**config.mk**
```make
export PLATFORM = sky130hd
export DESIGN_NAME = pll_switch_ctrl
export DESIGN_NICKNAME = d
export VERILOG_FILES = /design/src/rtl/pll_switch_pkg.sv /design/src/rtl/pll_cfg_qual.sv /design/src/rtl/pll_lock_timer.sv /design/src/rtl/pll_switch_fsm.sv /design/src/rtl/pll_switch_ctrl.sv
export SDC_FILE = /design/constraint.sdc
export NUM_CORES = 1
export LEC_CHECK = 0
export ABC_AREA = 1
export BUFFER_PORTS_ARGS = -buffer_cell sky130_fd_sc_hd__buf_4
export CORE_MARGIN = 5
export CORE_UTILIZATION = 44
export CTS_CLUSTER_DIAMETER = 50
export DETAILED_ROUTE_END_ITERATION = 6
export PLACE_DENSITY = 0.68
export SLEW_MARGIN = 0
export SYNTH_ARGS = -nofsm -noshare
export SYNTH_HDL_FRONTEND = slang
export SYNTH_SLANG_ARGS = --single-unit
```
**constraint.sdc**
```tcl
create_clock -name clk -period 1.7 [get_ports clk]
set_input_delay 0 -clock clk [delete_from_list [all_inputs] [get_ports clk]]
set_output_delay 0 -clock clk [all_outputs]
set_load 0.01 [all_outputs]
```
**src/rtl/pll_switch_pkg.sv**
```systemverilog
package pll_switch_pkg;

  localparam int SRC_W  = 2;
  localparam int CFG_W  = 3;
  localparam int FREQ_W = 3;

  localparam logic [SRC_W-1:0]  SRC_PRIMARY   = 2'b00;
  localparam logic [CFG_W-1:0]  CFG_INTPLL_A  = 3'b010;
  localparam logic [CFG_W-1:0]  CFG_INTPLL_B  = 3'b011;
  localparam logic [FREQ_W-1:0] FREQ_4MHZ     = 3'b110;
  localparam logic [FREQ_W-1:0] FREQ_8MHZ     = 3'b111;

  typedef enum logic [1:0] {
    SW_IDLE = 2'd0,
    SW_LOCK = 2'd1,
    SW_RUN  = 2'd2
  } sw_state_e;

  function automatic logic mode_allows_pll(input logic [SRC_W-1:0] src,
                                           input logic [CFG_W-1:0] cfg);
    return (src == SRC_PRIMARY) && ((cfg == CFG_INTPLL_A) || (cfg == CFG_INTPLL_B));
  endfunction

  function automatic logic freq_allows_pll(input logic [FREQ_W-1:0] fs);
    return (fs == FREQ_4MHZ) || (fs == FREQ_8MHZ);
  endfunction

endpackage

```
**src/rtl/pll_cfg_qual.sv**
```systemverilog
module pll_cfg_qual
  import pll_switch_pkg::*;
(
  input  logic              en_sw,
  input  logic [SRC_W-1:0]  src_sel,
  input  logic [CFG_W-1:0]  osc_cfg,
  input  logic [FREQ_W-1:0] freq_sel,
  output logic              mode_ok,
  output logic              freq_ok,
  output logic              grant
);

  always_comb begin
    mode_ok = mode_allows_pll(src_sel, osc_cfg);
    freq_ok = freq_allows_pll(freq_sel);
    grant   = en_sw & mode_ok & freq_ok;
  end

endmodule

```
**src/rtl/pll_lock_timer.sv**
```systemverilog
module pll_lock_timer #(
  parameter int LOCK_TICKS = 64,
  localparam int CNT_W     = $clog2(LOCK_TICKS + 1)
) (
  input  logic             clk,
  input  logic             rst_n,
  input  logic             run,
  output logic [CNT_W-1:0] cnt,
  output logic             done
);

  localparam logic [CNT_W-1:0] LAST = CNT_W'(LOCK_TICKS - 1);

  always_ff @(posedge clk or negedge rst_n) begin
    if (!rst_n)          cnt <= '0;
    else if (!run)       cnt <= '0;
    else if (cnt != LAST) cnt <= cnt + 1'b1;
  end

  assign done = run && (cnt == LAST);

  AST_CNT_BOUND: assert property (@(posedge clk) disable iff (!rst_n)
    cnt <= LAST);

  AST_CNT_CLEARS: assert property (@(posedge clk) disable iff (!rst_n)
    !run |=> (cnt == '0));

endmodule

```
**src/rtl/pll_switch_fsm.sv**
```systemverilog
module pll_switch_fsm
  import pll_switch_pkg::*;
(
  input  logic      clk,
  input  logic      rst_n,
  input  logic      grant,
  input  logic      lock_done,
  output sw_state_e state,
  output logic      timer_run
);

  sw_state_e nxt;

  always_comb begin
    nxt = state;
    unique case (state)
      SW_IDLE: if (grant) nxt = SW_LOCK;
      SW_LOCK: if (!grant) nxt = SW_IDLE;
               else if (lock_done) nxt = SW_RUN;
      SW_RUN:  if (!grant) nxt = SW_IDLE;
      default: nxt = SW_IDLE;
    endcase
  end

  always_ff @(posedge clk or negedge rst_n) begin
    if (!rst_n) state <= SW_IDLE;
    else        state <= nxt;
  end

  assign timer_run = (state == SW_LOCK) && grant;

  AST_RUN_ONLY_AFTER_LOCK: assert property (@(posedge clk) disable iff (!rst_n)
    (state == SW_RUN) && ($past(state) != SW_RUN) |-> $past(lock_done));

  AST_NO_IDLE_TO_RUN: assert property (@(posedge clk) disable iff (!rst_n)
    ($past(state) == SW_IDLE) |-> (state != SW_RUN));

endmodule

```
**src/rtl/pll_switch_ctrl.sv**
```systemverilog
module pll_switch_ctrl
  import pll_switch_pkg::*;
#(
  parameter int LOCK_TICKS = 64
) (
  input  logic       clk,
  input  logic       rst_n,
  input  logic       pll_en_sw,
  input  logic [1:0] src_sel,
  input  logic [2:0] osc_cfg,
  input  logic [2:0] freq_sel,
  output logic       pll_pwr_en,
  output logic       clk_sel_pll,
  output logic       pll_ready
);

  localparam int CNT_W = $clog2(LOCK_TICKS + 1);

  logic             mode_ok;
  logic             freq_ok;
  logic             grant;
  logic             timer_run;
  logic             lock_done;
  logic [CNT_W-1:0] lock_cnt;
  sw_state_e        state;

  pll_cfg_qual u_qual (
    .en_sw   (pll_en_sw),
    .src_sel (src_sel),
    .osc_cfg (osc_cfg),
    .freq_sel(freq_sel),
    .mode_ok (mode_ok),
    .freq_ok (freq_ok),
    .grant   (grant)
  );

  pll_lock_timer #(.LOCK_TICKS(LOCK_TICKS)) u_timer (
    .clk  (clk),
    .rst_n(rst_n),
    .run  (timer_run),
    .cnt  (lock_cnt),
    .done (lock_done)
  );

  pll_switch_fsm u_fsm (
    .clk      (clk),
    .rst_n    (rst_n),
    .grant    (grant),
    .lock_done(lock_done),
    .state    (state),
    .timer_run(timer_run)
  );

  assign pll_pwr_en  = grant;
  assign pll_ready   = (state == SW_RUN);
  assign clk_sel_pll = pll_ready && grant;

  AST_SEL_NEEDS_PWR: assert property (@(posedge clk) disable iff (!rst_n)
    clk_sel_pll |-> pll_pwr_en);

  AST_SEL_NEEDS_READY: assert property (@(posedge clk) disable iff (!rst_n)
    clk_sel_pll |-> pll_ready);

  AST_GRANT_NEEDS_FIELDS: assert property (@(posedge clk) disable iff (!rst_n)
    pll_pwr_en |-> (mode_ok && freq_ok && pll_en_sw));

  AST_DROP_CLEARS_READY: assert property (@(posedge clk) disable iff (!rst_n)
    !$past(grant) |-> !pll_ready);

  AST_READY_ROSE_FROM_WAIT: assert property (@(posedge clk) disable iff (!rst_n)
    $rose(pll_ready) |-> $past(lock_cnt) == CNT_W'(LOCK_TICKS - 1));

  AST_RUN_HOLDS: assert property (@(posedge clk) disable iff (!rst_n)
    $past(clk_sel_pll) && $past(grant) && grant |-> clk_sel_pll);

endmodule

```
After elaboration in Yosys (flattened, before gate mapping)
Index checks and enable logic that the tools add are counted.
W data, S select, Z words.
- bits in latches: 0
- bits in read-only memories: 0
- input port bits: 11
- memories: 0
- word-level logic and storage cells: 33
- register bits after elaboration: 9
- bits in writable memories: 0
- output and inout port bits: 3
- bitwise logic cells: 2
- shift-type cells: 0
- multipliers: 0
- magnitude comparators: 0
- div/mod/pow operators: 0
- add/subtract/negate cells: 1
- reductions and logical operators: 9
- equality and inequality tests: 12
- muxes and demuxes: 7
- operators with widths (kind ; number):
    $mux W7 ; 2
    $mux W2 ; 4
    $add A7 B1 Y7 const B ; 1
    $eq A7 B6 Y1 const B ; 1
    $ne A7 B6 Y1 const B ; 1
    $eq A3 B2 Y1 const B ; 2
    $eq A3 B3 Y1 const B ; 2
    $ne A2 B2 Y1 const B ; 3
    $pmux W2 S3 ; 1
    $logic_and A1 B1 Y1 ; 4
    $logic_not A2 Y1 ; 2
    $ne A3 B3 Y1 const B ; 1
    $reduce_and A3 Y1 ; 1
    $and A1 B1 Y1 ; 2
    $eq A2 B1 Y1 const B ; 1
    $eq A2 B2 Y1 const B ; 1
    $logic_or A1 B1 Y1 ; 2

Depth between registers and ports, before layout
Gate-level depths: netlist of run 1.
- word-level depth: 10
- mapped depth: 7
- mapped depth without buffers: 7

Hierarchy
A second synthesis of run 1 with hierarchy kept.
- cell total of the unflattened synthesis: 77
- area total of the unflattened synthesis: 548.0 µm²
- modules (own cells, without submodules) (module ; area each (µm²) ; seq. area each (µm²) ; times used ; cells an instance):
    pll_lock_timer ; 387.9 ; 175.2 ; 1 ; 49
    pll_switch_fsm ; 96.3 ; 50.0 ; 1 ; 14
    pll_cfg_qual ; 40.0 ; 0.0 ; 1 ; 9
    pll_switch_ctrl ; 23.8 ; 0.0 ; 1 ; 5

Least setup slack after synthesis of run 1
OpenSTA, ideal clock, no wires.
- path type: register to register
- start point: reg u_timer.cnt[0]
- end point: reg u_timer.cnt[5]
- clock period less this slack: 1.175 ns
- arrival time: 1.058 ns
- path buffers: 0
- data required time: 1.584 ns
- library setup time: 0.116 ns
- path slack: 0.525 ns
- cell stages (with the launch flop): 8
- cells stage by stage: dfrtp_1 -> ha_1 -> nand2_2 -> nor2_4 -> nand2_4 -> nand3_2 -> nor2_1 -> nor2_2
- word-level cells in the longest chain between the ends: 3
- elaborated cells on any way between the ends: 5
- those cells by class: add/sub (1); eq/ne (2); mux (2)
- ends and longest elaborated chain (what ; RTL line ; source):
    start, declared ; pll_lock_timer.sv:8 ; output logic [CNT_W-1:0] cnt,
    start signal, assigned ; pll_lock_timer.sv:17 ; else if (cnt != LAST) cnt <= cnt + 1'b1;
    $add A7 B1 Y7 ; pll_lock_timer.sv:17 ;
    $mux W7 ; pll_lock_timer.sv:17 ;
    $mux W7 ; pll_lock_timer.sv:16 ; else if (!run) cnt <= '0;
Several ways; a longest one is shown, not always the timed one. The select of a mux whose other input is x is not followed.
A chain may end at the register's enable or synchronous reset.

Worst setup path after layout of run 1
Same ends and word-level chain as after synthesis.

==> summary.md, run 1 <==
| Metric | Value |
|---|---|
| Root buf cell | clkbuf_4 |
| Clock skew | 0.004548 ns |
| Inst Count DP | 96 |
| Tot GR Track Use | 11.73% |
| CTS Hold Bufs | 1 |
| Drt total wl | 1.026 mm |
| Kind of critical path | flip-flop to flip-flop |
| Tmin final | 1.275 ns |
| Rel. slew slack | 76.73% |
| Nets | 99 |
| Fin. Hold Viols | 0 |
| RSZ-0062 raised after global routing | no |
| Syn Std Cell Area | 586.8 µm² |
| First-pass GRT wire length | 1.697 mm |
| Final setup fails | 0 |
| Status | finished, final reports clean |
| Worst-path clk slew | 0.06 ns |
| Vias in the first global route | 409 |
| Static Leak | 0.3999 nW |
| Mapped Avg Cell Area | 8.383 µm² |
| Highest Clock Rate | 784.4 MHz |
| CTS resizes | 0 |
| Max H-tree Level | 1 |
| Die area | 2164 µm² |
| Num CTS Buffers | 3 |
| Final Cycle Share | 74.99% |
| Post-CTS setup repair buffer count | 0 |
| Drt via density | 4.743 |
| Sequential share of the synthesized area | 38.38% |
| Number of port buffers | 11 |
| DR pass1 iterations | 4 |
| Ant diodes | 0 |
| Via count | 479 |
| Fill cells | 123 |
| Placer Congestion | 0.8046 |
| Top-Level Pins | 14 |
| Die H | 46.52 µm |
| CP Max Fanout | 6 |
| Area occupied by registers | 225.2 µm² |
| Area of the multi-input gates | 312.8 µm² |
| Maximum VDD drop | 0.3701 mV |
| Layout Utilization | 56.38% |
| Layout cells sized above 1 | 38.37% |
| Crit path DAT | 1.43 ns |
| Max cap viols | 0 |
| TritonCTS clock tree | yes |
| Cell Rows | 13 |
| GR Overflow Total | 0 |
| Starting Density | 45.67% |
| Pwr dens | 563.1 nW/µm² |
| Core area | 1285 µm² |
| Total power | 407.9 µW |
| Iter 0 DRT Violations | 6 |
| Slew Viols, Final | 0 |
| Clock sinks | 9 |
| WHS | 0.09269 ns |
| Clk Latency, worst-skew pair | 0.26 ns |
| Worst Setup Start Kind | flip-flop |
| Mean routed wirelength per cell | 10.16 µm |
| Final HPWL DP | 801.7 µm |
| Synth warn | 0 |
| Setup TNS | 0 ns |
| Worst-Margin Slew | 0.3487 ns |
| Worst Hold Class | input port to async pin |
| Initial antenna violation count | 0 |
| Post-DRT Antenna Nets | 0 |
| Syn Nets | 82 |
| #FFs+latches synth | 9 |
| DIE WIDTH | 46.52 µm |
| Drt drc | 0 |
| Max clock buf depth | 2 |
| Synth cell types | 20 |
| Non-Filler Instances | 101 |
| Gate Count Post-Synth | 70 |
| CP required | 1.85 ns |
| Largest net degree at the start of global routing | 11 |
| Area added between synthesis and finish | 23.45% |
| Crit path capture type | flip-flop |
[synth_stat cells]
cell type	number	area, µm²
nand4_1	4	25.02
xnor2_1	1	8.760
nand2_2	3	18.77
nor2_4	1	11.26
o21ai_2	1	8.760
ha_1	1	12.51
nand3_2	2	20.02
dfrtp_1	9	225.2
nand3_1	5	25.02
a21oi_1	1	5.000
nand2_1	11	41.29
nor3_2	1	10.01
nor2_8	1	20.02
nor3_1	1	5.000
xor2_1	1	8.760
a21oi_2	2	17.52
inv_1	13	48.80
nor2_1	4	15.01
nand2_4	2	22.52
nor2_2	6	37.54
[final cells by class]
cell class                 instances  area share (%)
tap                               15           2.591
sequential                         9           31.09
clock buffer                       4           3.627
multi-input combinational         48           43.18
timing repair buffer              12           12.78
inverter                          13           6.736
[critical path, stage by stage, from the launching register on]
cell and delay [ns]:
dfrtp_1 0.43, ha_1 0.27, nand2_2 0.11, nor2_4 0.05, nand2_4 0.10, nand3_2 0.06, nor2_1 0.11, nor2_2 0.04
[stage by stage]
| stage | instance area [µm²] | setup slack (ns) |
|---|---|---|
| after floorplan | 586.8 | 0.5253 |
| after global placement | 688.2 | 0.4431 |
| after detailed placement | 688.2 | 0.4367 |
| after CTS | 724.4 | 0.4210 |
| after global routing | 724.4 | 0.3460 |
| final | 724.4 | 0.4251 |
[cell families after synthesis]
logic type	synth area share, %
flip-flops	38.38
buffers and inverters	8.316
XOR/XNOR	2.986
adder cells (fa/ha/maj)	2.132
AO/OA/AOI/OAI	5.330
AND/OR/NAND/NOR	42.86
[power by group]
part / switching, mW / internal [mW]
sequential: 0.000103 / 0.214
combinational: 0.0127 / 0.0159
clock: 0.0744 / 0.0904
[worst paths after layout]
| path | from | to | slack, ns | cells past startpoint |
|---|---|---|---|---|
| max | u_timer.cnt[0]$_DFFE_PN0P_ | u_timer.cnt[5]$_DFFE_PN0P_ | 0.43 | 7 |
| min | rst_n | u_timer.cnt[0]$_DFFE_PN0P_ | 0.09 | 2 |
| max reg2reg | u_timer.cnt[0]$_DFFE_PN0P_ | u_timer.cnt[5]$_DFFE_PN0P_ | 0.43 | 7 |
| min reg2reg | u_fsm.state[0]$_DFFE_PN0P_ | u_fsm.state[0]$_DFFE_PN0P_ | 0.47 | 1 |
| max in group asynchronous | rst_n | u_timer.cnt[2]$_DFFE_PN0P_ | 1.47 | 2 |
| min in group clk | src_sel[1] | u_fsm.state[0]$_DFFE_PN0P_ | 0.13 | 6 |
[placed cells by master, fill, tap and decap left out]
cell type	n
a21oi_2	2
nor2_8	1
nand2_4	2
o21ai_2	1
a21oi_1	1
nor2_4	1
nor2_1	4
nand2_1	11
clkbuf_1	1
buf_4	11
nand3_2	2
nor3_2	1
clkbuf_4	3
nor3_1	1
dfrtp_1	9
inv_1	13
ha_1	1
nor2_2	6
dlygate4sd3_1	1
xor2_1	1
nand3_1	5
xnor2_1	1
nand2_2	3
nand4_1	4
[flip-flops by register name, summed over array words and instances (netlist names)]
| signal | flops |
|---|---|
| u_fsm.state | 2 |
| u_timer.cnt | 7 |
[per-layer routing]
| metal | vias to the layer above | global-route usage, % | share of wire (%) |
|---|---|---|---|
| li1 | 252 | - | - |
| met5 | - | 0 | 0 |
| met3 | 2 | 3.906 | 4.6 |
| met1 | 215 | 13.27 | 46 |
| met4 | 0 | 8.523 | 3.2 |
| met2 | 10 | 18.13 | 46 |
(Power assumes the default switching activity.)
==> run 2: changes to the inputs <==
--- a/config.mk
+++ b/config.mk
@@ -11,7 +11,7 @@
 export CORE_UTILIZATION = 44
 export CTS_CLUSTER_DIAMETER = 50
 export DETAILED_ROUTE_END_ITERATION = 6
-export PLACE_DENSITY = 0.68
+export PLACE_DENSITY = 0.7
 export SLEW_MARGIN = 0
 export SYNTH_ARGS = -nofsm -noshare
 export SYNTH_HDL_FRONTEND = slang
==> constraint.sdc (replaced) <==
create_clock -name clk -period 1.14 [get_ports clk]
set_input_delay 0 -clock clk [delete_from_list [all_inputs] [get_ports clk]]
set_output_delay 0 -clock clk [all_outputs]
set_load 0.01 [all_outputs]
==> run 2 against run 1 <==
  * Register-to-register slack worse by 0.41 ns
  * Via count is 6.3% higher
  * Total power is 51% higher
  * Clock skew is 0.0010 ns higher
  * Fmax is 13% higher
  * Core utilization is 4.1 points higher
  * Sequential power is 50% higher
  * First-iteration DRC count is 50% lower
  * Sequential cell count stayed put
  * Wire length is 21% higher
  * Hold slack worse by 0.0038 ns
  * Largest power group unchanged
==> summary.md, run 2 (synthesized netlist as in run 1, its figures left out) <==
| Metric | Value |
|---|---|
| Status | finished, final reports clean |
| Drt total wl | 1.242 mm (+21%) |
| Largest net degree at the start of global routing | 11 (unchanged) |
| Starting Density | 45.67% (unchanged) |
| TritonCTS clock tree | yes |
| Reg power frac | 52.0% (-0.6 points) |
| Max clock buf depth | 2 (unchanged) |
| Final WS setup | 0.01426 ns (-0.4109 ns) |
| Reg with most FFs | u_timer.cnt |
| Clk Latency, worst-skew pair | 0.27 ns (about the same) |
| Die area | 2164 µm² (unchanged) |
| Max H-tree Level | 1 (unchanged) |
| Post-CTS setup repair buffer count | 0 (unchanged) |
| Cell Rows | 13 (unchanged) |
| Layout Utilization | 60.47% (+4.1 points) |
| Final setup fails | 0 (unchanged) |
| Kind of critical path | flip-flop to flip-flop |
| Iter 0 DRT Violations | 3 (-3) |
| Worst Hold Class | input port to async pin |
| Layout cells sized above 1 | 47.19% (+8.8 points) |
| Max reg flops | 7 (unchanged) |
| Ant diodes | 0 (unchanged) |
| Nets | 102 (+3.0%) |
| Net Sw Frac | 22.18% (+0.80 points) |
| Core area | 1285 µm² (unchanged) |
| CP Max Fanout | 6 (unchanged) |
| Root buf cell | clkbuf_4 |
| Placer Congestion | 0.8161 (+1.4%) |
| Crit path DAT | 1.27 ns (-0.16 ns) |
| CP required | 1.29 ns (-0.56 ns) |
| DIE WIDTH | 46.52 µm (unchanged) |
| First-pass GRT wire length | 2.007 mm (+18%) |
| Worst Setup Start Kind | flip-flop |
| Clock power share | 41.0% (+0.6 points) |
| Worst Reg-to-Reg Cells | 6 (-1) |
| Clock sinks | 9 (unchanged) |
| Clock skew | 0.005578 ns (+0.001030 ns) |
| NetSw | 136.4 µW (+56%) |
| Die H | 46.52 µm (unchanged) |
| Top-Level Pins | 14 (unchanged) |
| Number of port buffers | 11 (unchanged) |
| Worst-path clk slew | 0.06 ns (about the same) |
| Tmin final | 1.126 ns (-0.1491 ns) |
| Setup TNS | 0 ns (unchanged) |
| Worst-Margin Slew | 0.3923 ns (+0.04360 ns) |
| Largest regs | u_timer.cnt x7, u_fsm.state x2 |
| Area added between synthesis and finish | 32.41% |
| Crit path capture type | flip-flop |
| Highest Clock Rate | 888.3 MHz (+13%) |
| Final Cycle Share | 98.75% (+24 points) |
| WHS | 0.08887 ns (-0.003815 ns) |
| Static Leak | 0.4254 nW (+6.4%) |
| Tot GR Track Use | 13.48% (+1.7 points) |
| Final HPWL DP | 862.1 µm (+7.5%) |
| Most frequent cells in the layout | buf_4, inv_1, nand2_1 |
| Max cap viols | 0 (unchanged) |
| Comb pwr share | 7.0% (about the same) |
| Most common cell after layout, fill and taps aside | buf_4 |
| Maximum VDD drop | 0.4343 mV (+17%) |
| Post-DRT Antenna Nets | 0 (unchanged) |
| Via count | 509 (+6.3%) |
| Fin. Hold Viols | 0 (unchanged) |
| Cell Int Power | 478.6 µW (+49%) |
| Drt via density | 4.894 (+3.2%) |
| DR pass1 iterations | 2 (-2) |
| Total power | 614.9 µW (+51%) |
| RSZ-0062 raised after global routing | yes |
| Pwr dens | 791.4 nW/µm² (+41%) |
| Slew Viols, Final | 0 (unchanged) |
| Vias in the first global route | 494 (+21%) |
| Num CTS Buffers | 3 (unchanged) |
| GR Overflow Total | 0 (unchanged) |
| Mean routed wirelength per cell | 11.94 µm (+18%) |
| Rel. slew slack | 73.82% (-2.9 points) |
| Drt drc | 0 (unchanged) |
| Initial antenna violation count | 0 (unchanged) |
| Pre-CTS WS | -0.009659 ns (-0.4463 ns) |
run 2: path summary, 6_finish.rpt:
kind                                       startpoint  slack [ns]                         end
setup / recovery           u_timer.cnt[1]$_DFFE_PN0P_        0.01  u_timer.cnt[0]$_DFFE_PN0P_
hold / removal                                  rst_n        0.09  u_fsm.state[0]$_DFFE_PN0P_
setup reg to reg           u_timer.cnt[1]$_DFFE_PN0P_        0.01  u_timer.cnt[0]$_DFFE_PN0P_
hold reg to reg            u_fsm.state[0]$_DFFE_PN0P_        0.51  u_fsm.state[0]$_DFFE_PN0P_
max in group asynchronous                       rst_n        0.91  u_timer.cnt[2]$_DFFE_PN0P_
min in group clk                           src_sel[1]        0.13  u_fsm.state[0]$_DFFE_PN0P_
run 2: worst max-delay path: stages (launching register included):
cell     delay, ns
dfrtp_1       0.39
ha_4          0.18
nand2_4       0.06
nor2_4        0.12
nand2_4       0.10
nand4_1       0.10
nand2_1       0.07
run 2: metrics by stage:
stage / area (µm²) / std cells
floorplan: 589.3 / 70
global placement: 713.2 / 99
detailed placement: 713.2 / 99
CTS: 752.0 / 104
global route: 777.0 / 104
finish: 777.0 / 104
run 2: cell type report:
class / count / area (µm²)
Fill cell: 127 / 508.0
Multi-Input combinational cell: 48 / 342.8
Sequential cell: 9 / 225.2
Timing Repair Buffer: 15 / 115.1
Inverter: 13 / 48.80
Clock buffer: 4 / 26.28
Tap cell: 15 / 18.77
run 2: metal layers:
| layer | vias to the layer above | part of all wire [%] | global-route usage (%) |
|---|---|---|---|
| li1 | 257 | - | - |
| met3 | 0 | 4.8 | 7.422 |
| met2 | 8 | 50 | 21.43 |
| met5 | - | 0 | 0 |
| met1 | 244 | 45 | 15.37 |
| met4 | 0 | 0 | 3.977 |
run 2: power groups by stage:
stage	registers, mW	logic [mW]	clock network, mW
2_1_floorplan	0.326	0.0116	0
3_5_place_dp	0.326	0.0407	0
4_1_cts	0.320	0.0435	0.266
5_1_grt	0.319	0.0474	0.284
3_3_place_gp	0.326	0.0402	0
6_report	0.320	0.0430	0.252
run 2: repair_timing:
action | CTS | global route
gates resized for setup | 1 | 6
endpoints found under the hold margin | 9 | 0
endpoints found under the setup margin | 2 | 8
pin swaps | 1 | 3
hold buffers | 1 | 0
==> run 3: changes to the inputs <==
--- a/config.mk
+++ b/config.mk
@@ -5,13 +5,12 @@
 export SDC_FILE = /design/constraint.sdc
 export NUM_CORES = 1
 export LEC_CHECK = 0
-export ABC_AREA = 1
 export BUFFER_PORTS_ARGS = -buffer_cell sky130_fd_sc_hd__buf_4
-export CORE_MARGIN = 5
-export CORE_UTILIZATION = 44
+export CORE_AREA = 5 5 42 44
 export CTS_CLUSTER_DIAMETER = 50
 export DETAILED_ROUTE_END_ITERATION = 6
-export PLACE_DENSITY = 0.7
+export DIE_AREA = 0 0 47 49
+export REMOVE_ABC_BUFFERS = 1
 export SLEW_MARGIN = 0
 export SYNTH_ARGS = -nofsm -noshare
 export SYNTH_HDL_FRONTEND = slang
==> constraint.sdc (replaced) <==
create_clock -name clk -period 1.45 [get_ports clk]
set_input_delay 0 -clock clk [delete_from_list [all_inputs] [get_ports clk]]
set_output_delay 0 -clock clk [all_outputs]
set_load 0.01 [all_outputs]
==> run 3 against run 2 <==
  * Clock-buffer cell count is the same
  * Via count down 19%
  * Sequential power decreased by 22%
  * Area after synthesis shrank 18%
  * First-iteration DRC count did not move
  * Non-clock buffer count decreased by 2
  * Sequential share of layout area increased by 6.7 points
  * Total power down 22%
  * Final cell count fell by 22%
  * Largest power group unchanged
==> summary.md, run 3 <==
| Metric | Value |
|---|---|
| Reg-to-Reg End | u_timer.cnt[5]$_DFFE_PN0P_ |
| WHS | 0.07575 ns (-0.01312 ns) |
| #FFs+latches synth | 9 (unchanged) |
| Max H-tree Level | 1 (unchanged) |
| Max reg flops | 7 (unchanged) |
| Ys flop type | dfrtp_1 |
| CP required | 1.62 ns (+0.33 ns) |
| Kind of critical path | flip-flop to flip-flop |
| Worst-path clk slew | 0.06 ns (about the same) |
| Cell Int Power | 376.2 µW (-21%) |
| DIE WIDTH | 47 µm (+1.0%) |
| Comb pwr share | 6.2% (-0.8 points) |
| Tot GR Track Use | 11.66% (-1.8 points) |
| Clock sinks | 9 (unchanged) |
| Largest family of logic cells by synthesized area | simple AND/OR/NAND/NOR gates |
| Cell Rows | 14 (+1) |
| Fraction of synthesized cell area in xor and xnor cells | 0% (-3.0 points) |
| Static Leak | 0.2972 nW (-30%) |
| Clk Latency, worst-skew pair | 0.26 ns (about the same) |
| Worst Hold Class | input port to flip-flop |
| Synth cell types | 23 (+15%) |
| Ys async rst share | 100.0% (unchanged) |
| Synth top area cells | dfrtp_1, nor4b_4, a211oi_1 |
| Post-DRT Antenna Nets | 0 (unchanged) |
| Synth warn | 0 (unchanged) |
| Highest Clock Rate | 782.1 MHz (-12%) |
| Die H | 49 µm (+5.3%) |
| Ant diodes | 0 (unchanged) |
| Via count | 412 (-19%) |
| Nets | 78 (-24%) |
| Clock skew | 0.0003003 ns (-0.005278 ns) |
| Fin. Hold Viols | 0 (unchanged) |
| Max cap viols | 0 (unchanged) |
| Share of the synthesized area in the top cell type | 47.00% (+8.6 points) |
| Sequential share of the synthesized area | 47.00% (+8.6 points) |
| Clock power share | 41.3% (+0.3 points) |
| Worst-Margin Slew | 0.2384 ns (-0.1539 ns) |
| Mux cell area share after synthesis | 0% (unchanged) |
| Gate Count Post-Synth | 48 (-31%) |
| Vias in the first global route | 434 (-12%) |
| Layout cells sized above 1 | 30.77% (-16 points) |
| Worst Reg-to-Reg Cells | 4 (-2) |
| Largest regs | u_timer.cnt x7, u_fsm.state x2 |
| Adder-cell share of the synthesized area | 2.611% (+0.48 points) |
| Post-synthesis compound-gate area fraction | 17.23% (+12 points) |
| Tmin final | 1.279 ns (+0.1529 ns) |
| Crit path capture type | flip-flop |
| R2r setup slk | 0.17 ns (+0.16 ns) |
| Max clock buf depth | 2 (unchanged) |
| Rel. slew slack | 84.04% (+10 points) |
| DR pass1 iterations | 2 (unchanged) |
| Most frequent cells in the layout | buf_4, dfrtp_1, nor2_1 |
| Final Cycle Share | 88.18% (-11 points) |
| Mean routed wirelength per cell | 12.37 µm (+3.6%) |
| Slew Viols, Final | 0 (unchanged) |
| Non-Filler Instances | 81 (-22%) |
| Core area | 1401 µm² (+9.1%) |
| Placer Congestion | 0.6816 (-16%) |
| Starting Density | 34.20% (-11 points) |
| Mapped Avg Cell Area | 9.984 µm² (+19%) |
| Pwr dens | 757.7 nW/µm² (-4.3%) |
| Num CTS Buffers | 3 (unchanged) |
| Most frequent cell after synthesis | dfrtp_1 |
| Top post-synthesis cells by count | dfrtp_1, nor2_1 |
| Drt drc | 0 (unchanged) |
| Syn Std Cell Area | 479.2 µm² (-18%) |
| Die area | 2303 µm² (+6.4%) |
| Number of port buffers | 11 (unchanged) |
| Drt via density | 5.086 (+3.9%) |
| Inst Count DP | 76 (-23%) |
| TritonCTS clock tree | yes |
| CP Max Fanout | 5 (-1) |
| Crit path DAT | 1.45 ns (+0.18 ns) |
| Final setup fails | 0 (unchanged) |
| Largest net degree at the start of global routing | 10 (-1) |
| Most common cell after layout, fill and taps aside | buf_4 |
| First-pass GRT wire length | 1.918 mm (-4.4%) |
| Hold depth | 4 |
| RSZ-0062 raised after global routing | no |
| Leading area contributor after synthesis | dfrtp_1 |
| Status | finished, final reports clean |
| Root buf cell | clkbuf_4 |
| Setup TNS | 0 ns (unchanged) |
| GR Overflow Total | 0 (unchanged) |
| NetSw | 102.5 µW (-25%) |
| Net Sw Frac | 21.41% (-0.76 points) |
| Top-Level Pins | 14 (unchanged) |
| Fill cells | 147 (+16%) |
| Drt total wl | 1.002 mm (-19%) |
| Reg with most FFs | u_timer.cnt |
| Worst Setup Start Kind | flip-flop |
| Worst reg2reg startpoint | u_timer.cnt[1]$_DFFE_PN0P_ |
| Critical path endpoint | u_timer.cnt[5]$_DFFE_PN0P_ |
| Iter 0 DRT Violations | 3 (unchanged) |
| Initial antenna violation count | 0 (unchanged) |
| Post-synth EDFFs | 0 (unchanged) |
| CP startpoint | u_timer.cnt[1]$_DFFE_PN0P_ |
| Post-DP Area | 589.3 µm² (-17%) |
| Fin area | 631.9 µm² (-19%) |
| Simple-Gate Fraction of Synth Area | 30.81% (-12 points) |
| Total power | 478.8 µW (-22%) |
| Post-CTS setup repair buffer count | 0 (unchanged) |
| Reg power frac | 52.5% (+0.5 points) |
| Maximum VDD drop | 0.3599 mV (-17%) |
| Area added between synthesis and finish | 31.85% |
| Final HPWL DP | 804.5 µm (-6.7%) |
==> run 3: cell types whose count changed after synthesis, sizes merged, moves of 2 or more <==
cell,before,now
a211oi,0,3
a311oi,0,2
nor2,12,5
nand3,7,4
nand2,16,3
o21ai,1,3
nand4,4,0
and3,0,2
inv,13,3
==> run 3: routing by layer <==
metal | global-route usage [%] | vias up | part of all wire, %
li1 | - | 212 | -
met1 | 16.33 | 192 | 43
met2 | 15.84 | 6 | 52
met3 | 4.797 | 2 | 3.3
met4 | 4.147 | 0 | 1.0
met5 | 0 | - | 0
==> run 3: cell type report <==
class,count,area [µm²],area share (%)
repair buffers,13,100.1,15.84
clock buffers,4,26.28,4.158
inverters,3,11.26,1.782
flip-flops and latches,9,225.2,35.64
well taps,16,20.02,3.168
multi-input cells,36,249.0,39.41
==> run 3: cells by family after synthesis <==
| family | after synthesis |
|---|---|
| flip-flops | 9 |
| AO/OA/AOI/OAI | 12 |
| AND/OR/NAND/NOR | 23 |
| adder cells (fa/ha/maj) | 1 |
| buffers and inverters | 3 |
==> run 3: how the worst min path moves through the flow <==
stage / to / from
6_report: u_fsm.state[1]$_DFFE_PN0P_ / osc_cfg[2]
3_5_place_dp: u_timer.cnt[5]$_DFFE_PN0P_ / rst_n
4_1_cts: u_fsm.state[1]$_DFFE_PN0P_ / osc_cfg[2]
3_3_place_gp: u_timer.cnt[0]$_DFFE_PN0P_ / rst_n
2_1_floorplan: u_fsm.state[0]$_DFFE_PN0P_ / rst_n
5_1_grt: u_timer.cnt[5]$_DFFE_PN0P_ / rst_n
==> run 3: power by group through the flow <==
stage                     combinational [mW]  sequential (mW)  clock, mW
after floorplan                      0.00462            0.256          0
after global placement                0.0280            0.256          0
after detailed placement              0.0287            0.256          0
after CTS                             0.0308            0.251      0.209
after global routing                  0.0338            0.251      0.221
final                                 0.0299            0.251      0.198
==> run 3: what timing repair did <==
| action | in CTS | in global routing |
|---|---|---|
| endpoints found under the hold margin | 9 | 0 |
| gates resized for setup | 0 | 2 |
| setup endpoints to repair | 0 | 4 |
| hold buffers | 1 | 0 |
==> run 3: per-stage QoR <==
stage	setup WS, ns	util, %
6_report	0.1714	45.09
5_1_grt	0.01631	45.09
4_1_cts	0.1167	44.64
3_5_place_dp	0.1374	42.05
3_3_place_gp	0.1414	42.05
2_1_floorplan	0.2489	-
==> run 3: critical path: stages (launching register included) <==
cell	delay (ns)
dfrtp_1	0.38
ha_1	0.21
and3_2	0.25
nand2_1	0.12
a311oi_2	0.24
